[config.mk]
export PLATFORM = sky130hd
export DESIGN_NAME = fdsel_ctrl
export DESIGN_NICKNAME = d
export VERILOG_FILES = /design/src/rtl/fdsel_pkg.sv /design/src/rtl/fdsel_prio.sv /design/src/rtl/fdsel_motor_timer.sv /design/src/rtl/fdsel_wait.sv /design/src/rtl/fdsel_ctrl.sv
export SDC_FILE = /design/constraint.sdc
export NUM_CORES = 1
export LEC_CHECK = 0
export ABC_AREA = 0
export ABC_CLOCK_PERIOD_IN_PS = 2100
export BUFFER_PORTS_ARGS = -buffer_cell sky130_fd_sc_hd__buf_2
export CAP_MARGIN = 20
export CORE_UTILIZATION = 52
export DETAILED_ROUTE_END_ITERATION = 8
export PLACE_DENSITY = 0.77
export SKIP_CTS_REPAIR_TIMING = 1
export SLEW_MARGIN = 20
export SYNTH_ARGS = -nofsm -noshare
export SYNTH_HDL_FRONTEND = slang
export SYNTH_SLANG_ARGS = --single-unit
[constraint.sdc]
create_clock -name clk -period 2.1 [get_ports clk]
set_input_delay 0.42 -clock clk [delete_from_list [all_inputs] [get_ports clk]]
set_output_delay 0.42 -clock clk [all_outputs]
set_load 0.01 [all_outputs]
[src/rtl/fdsel_pkg.sv]
package fdsel_pkg;

   // Layout of the written control byte; bit positions are decoded by hardware
   typedef struct packed {
      logic       mfm;       // bit 7
      logic       hold_cpu;  // bit 6
      logic       precomp;   // bit 5
      logic       side;      // bit 4
      logic [3:0] drives;    // bits 3..0
   } fdsel_ctl_t;

   localparam int unsigned MAX_DRIVES = 4;

endpackage

[src/rtl/fdsel_prio.sv]
module fdsel_prio #(
   parameter int unsigned N = 4
) (
   input  logic [N-1:0] req,
   output logic [N-1:0] gnt
);

   if (N < 1) begin : g_bad_n
      $error("fdsel_prio: N must be at least 1");
   end

   // Highest-numbered request wins
   for (genvar i = 0; i < N; i++) begin : g_bit
      if (i == N - 1) begin : g_top
         assign gnt[i] = req[i];
      end else begin : g_low
         assign gnt[i] = req[i] & ~(|req[N-1:i+1]);
      end
   end

endmodule

[src/rtl/fdsel_motor_timer.sv]
module fdsel_motor_timer #(
   parameter int unsigned TICKS = 1600
) (
   input  logic clk,
   input  logic rst_n,
   input  logic load,
   input  logic tick,
   output logic motor_on,
   output logic expire,
   output logic expire_evt
);

   localparam int unsigned CNT_W = (TICKS < 2) ? 1 : $clog2(TICKS + 1);
   localparam logic [CNT_W-1:0] RELOAD = CNT_W'(TICKS);
   localparam logic [CNT_W-1:0] ONE    = CNT_W'(1);

   if (TICKS < 1) begin : g_bad_ticks
      $error("fdsel_motor_timer: TICKS must be at least 1");
   end

   logic [CNT_W-1:0] cnt;

   assign motor_on = (cnt != '0);
   assign expire   = tick && !load && (cnt == ONE);

   always_ff @(posedge clk or negedge rst_n) begin
      if (!rst_n) begin
         cnt        <= '0;
         expire_evt <= 1'b0;
      end else begin
         expire_evt <= expire;
         if (load)
            cnt <= RELOAD;
         else if (tick && cnt != '0)
            cnt <= cnt - ONE;
      end
   end

endmodule

[src/rtl/fdsel_wait.sv]
module fdsel_wait (
   input  logic clk,
   input  logic rst_n,
   input  logic wr_en,
   input  logic hold_bit,
   input  logic drq,
   input  logic intrq,
   output logic wait_req
);

   logic drq_q, intrq_q;
   logic released;

   assign released = (drq && !drq_q) || (intrq && !intrq_q);

   always_ff @(posedge clk or negedge rst_n) begin
      if (!rst_n) begin
         drq_q    <= 1'b0;
         intrq_q  <= 1'b0;
         wait_req <= 1'b0;
      end else begin
         drq_q   <= drq;
         intrq_q <= intrq;
         if (released)
            wait_req <= 1'b0;
         else if (wr_en) begin
            if (!hold_bit)
               wait_req <= 1'b0;
            else if (!drq && !intrq)
               wait_req <= 1'b1;
         end
      end
   end

endmodule

[src/rtl/fdsel_ctrl.sv]
module fdsel_ctrl #(
   parameter int unsigned NUM_DRIVES    = 4,
   parameter int unsigned TIMEOUT_TICKS = 1600
) (
   input  logic                  clk,
   input  logic                  rst_n,
   input  logic                  wr_en,
   input  logic [7:0]            wr_data,
   input  logic                  drq,
   input  logic                  intrq,
   input  logic                  tick,
   output logic [NUM_DRIVES-1:0] drive_sel,
   output logic                  side_sel,
   output logic                  density_n,
   output logic                  precomp_en,
   output logic                  motor_on,
   output logic                  wait_req,
   output logic                  motor_timeout
);
   import fdsel_pkg::*;

   if (NUM_DRIVES < 1 || NUM_DRIVES > MAX_DRIVES) begin : g_bad_drives
      $error("fdsel_ctrl: NUM_DRIVES must be 1..4");
   end

   fdsel_ctl_t            ctl;
   logic [NUM_DRIVES-1:0] sel_req, sel_gnt;
   logic                  any_sel, expire;

   assign ctl     = fdsel_ctl_t'(wr_data);
   assign sel_req = ctl.drives[NUM_DRIVES-1:0];
   assign any_sel = |sel_req;

   fdsel_prio #(.N(NUM_DRIVES)) u_prio (
      .req (sel_req),
      .gnt (sel_gnt)
   );

   fdsel_motor_timer #(.TICKS(TIMEOUT_TICKS)) u_timer (
      .clk        (clk),
      .rst_n      (rst_n),
      .load       (wr_en && any_sel),
      .tick       (tick),
      .motor_on   (motor_on),
      .expire     (expire),
      .expire_evt (motor_timeout)
   );

   fdsel_wait u_wait (
      .clk      (clk),
      .rst_n    (rst_n),
      .wr_en    (wr_en),
      .hold_bit (ctl.hold_cpu),
      .drq      (drq),
      .intrq    (intrq),
      .wait_req (wait_req)
   );

   always_ff @(posedge clk or negedge rst_n) begin
      if (!rst_n) begin
         drive_sel  <= '0;
         side_sel   <= 1'b0;
         density_n  <= 1'b1;
         precomp_en <= 1'b0;
      end else if (wr_en) begin
         drive_sel  <= sel_gnt;
         side_sel   <= ctl.side;
         density_n  <= ~ctl.mfm;
         precomp_en <= ctl.precomp;
      end else if (expire) begin
         drive_sel  <= '0;
      end
   end

endmodule

==> reports/results.tsv <==
metric	value	unit
worst_hold_path_type	in -> async	
syn_area_per_cell	10.9	um^2
rows	16	
hold_viol_final	0	
drive_gt1_share	31.2	%
finalSetupViolations	0	
cp.required	1.68	ns
syn_area	0.00107	mm^2
drc	0	
regMostFlops	u_timer.cnt	
arrival	1.44	ns
nets	142	
synthCells	98	
post_drt_via_cell_ratio	5.59	
grt_use_met2	35.3	%
synth-seq-area-share	51.5	%
grt-ovfl-total	0	
finalMaxSlewViolations	0	
place_hpwl	1530	um
synth_top_family_by_area	simple AND/OR/NAND/NOR gates	
path_max_fanout	5	
ys_top_cells_by_area	dfrtp_1 (49%), mux2i_1 (4.7%), nor2_1 (4.6%)	
cts_sinks	22	
vias	849	
met3_usage	4.53	%
timing.final.crit_period	1.86	ns
root_buffer	clkbuf_4	
setup.worst_path.class	reg -> out	
ff_latch_area	552	um^2
die_y	47.4	um
synth_fa_ha_area_share	2.33	%
syn2layout_area_growth	18.6	%
dpl_cell_area	0.00121	mm^2
ios	24	
yosys.area.top_type	dfrtp_1	
ys_ff_latch	22	
status	completed	
reg_top3	u_timer.cnt: 11 flops, drive_sel: 4 flops	
fin_area	0.00127	mm^2
rsz0062_at_grt	false	
grt_pass1_vias	787	
cts_buffer_depth	2	
largest_register_ffs	11	
fmax	0.537	GHz
grt.total_usage	22.0	%
synth.most_common_cell	dfrtp_1	
io_buffers	23	
cts-buffers-inserted	3	
drt_iter0_drc	13	
ir_drop	0.000540	V
synth_common_cells	dfrtp_1 (21), nor2_1 (13), nand2_1 (7)	
start_util	55.2	%
fin_tns_setup	0	ns
grt_max_degree	23	
startpoint_type	register	
synth_nets	114	
p_leak	0.564	nW
r2r_cells	5	
wl_per_cell	13.8	um
core_area	0.00194	mm^2
ys_async_sr_fraction	100	%
ys_types	38	
netlist.area_leader.share	49.0	%
cap_violations	0	
busiest_layer	met2	
drtAntennaViolNets	0	
cp-end-kind	output port	
ctsHtreeMaxLevel	1	
fin_crit_sh	88.7	%
wl	2090	um
antenna_found_initial	0	
die_area	0.00225	mm^2
multiInputGateArea	489	um^2
die_w	47.4	um
dr.pass1.iters	4	
clock_latency	0.31	ns
powerDensity	707	mW/mm^2
synthFlopType	dfrtp_1	
max_slew_margin	68.0	%
gp_congestion	0.867	
synth_compound_area_share	16.6	%
yosys.area_share.simple	18.7	%
n_antenna_cell	0	
synth.mux.area_fraction	6.77	%
clk_pin_slew_worst_paths	0.12	ns
n_fill_cell	166	
grt_pass1_wl	3280	um
use_met1	27.4	%
worst_pin_slew	0.479	ns
clock_skew	0.00651	ns
synth_edf_count	0	
synth-xor-area-share	0.817	%
ys_warn_count	0	
cts_tree	yes	
[layer usage]
| metal | up-vias | wire [um] | part of all wire [%] |
|---|---|---|---|
| met1 | 411 | 915 | 44 |
| met5 | - | 0 | 0 |
| met2 | 18 | 1090 | 52 |
| met3 | 4 | 61 | 2.9 |
| met4 | 0 | 23 | 1.1 |
| li1 | 416 | - | - |
[cell families after synthesis]
kind of cell             after synthesis
AO/OA/AOI/OAI                         23
XOR/XNOR                               1
buffers and inverters                  9
flip-flops                            22
multiplexers                           7
adder cells (fa/ha/maj)                2
AND/OR/NAND/NOR                       34
[cell type report]
type	instances	share of cell area [%]
clock buffers	4	2.85
inverters	6	1.77
multi-input cells	67	38.5
flip-flops and latches	22	43.4
well taps	27	2.66
repair buffers	26	10.8
[worst max-delay path, stage by stage (launching register included)]
cell	delay (ns)
dfrtp_1	0.47
nor4_4	0.39
nand4_1	0.12
buf_2	0.16
[cells in the final DEF (no fill, tap or decap), types with 2 or more instances in the layout]
cell type,instances
a211oi_1,2
a21oi_1,5
a22o_1,2
a311oi_1,2
a41oi_1,2
buf_2,23
buf_4,3
clkbuf_4,3
dfrtp_1,21
ha_1,2
inv_1,6
mux2_1,2
mux2i_1,5
nand2_1,7
nor2_1,13
nor3_1,2
nor3_2,2
[power by group]
group / switching, mW / internal [mW] / leakage, nW / total [mW]
sequential: 0.0418 / 0.459 / 0.271 / 0.501
combinational: 0.0947 / 0.0736 / 0.272 / 0.168
clock: 0.124 / 0.106 / 0.0210 / 0.229
total: 0.260 / 0.639 / 0.564 / 0.899
[stage by stage]
stage / worst slack, ns / hold slack [ns] / utilization, % / instances / power (mW)
after global routing: 0.128 / 0.0698 / 65.5 / 152 / 0.953
final: 0.236 / 0.0487 / 65.5 / 152 / 0.899
after detailed placement: 0.399 / 0.405 / 62.6 / 146 / 0.674
after CTS: 0.0787 / 0.0568 / 64.4 / 150 / 0.904
after global placement: 0.427 / 0.403 / 62.6 / 146 / 0.666
after floorplan: 0.577 / 0.124 / - / 98 / 0.612
[worst paths after layout]
kind / from / endpoint / slack [ns]
worst max-delay path: u_timer.cnt[7] / motor_on / 0.24
worst min register to register: density_n / density_n / 0.47
worst max register to register: u_timer.cnt[7] / drive_sel[1] / 0.39
worst min-delay path: rst_n / u_timer.cnt[8] / 0.05
min in group clk: drq / u_wait.drq_q / 0.22
max in group asynchronous: rst_n / density_n / 1.69
Power figures use the tool's default switching activity.
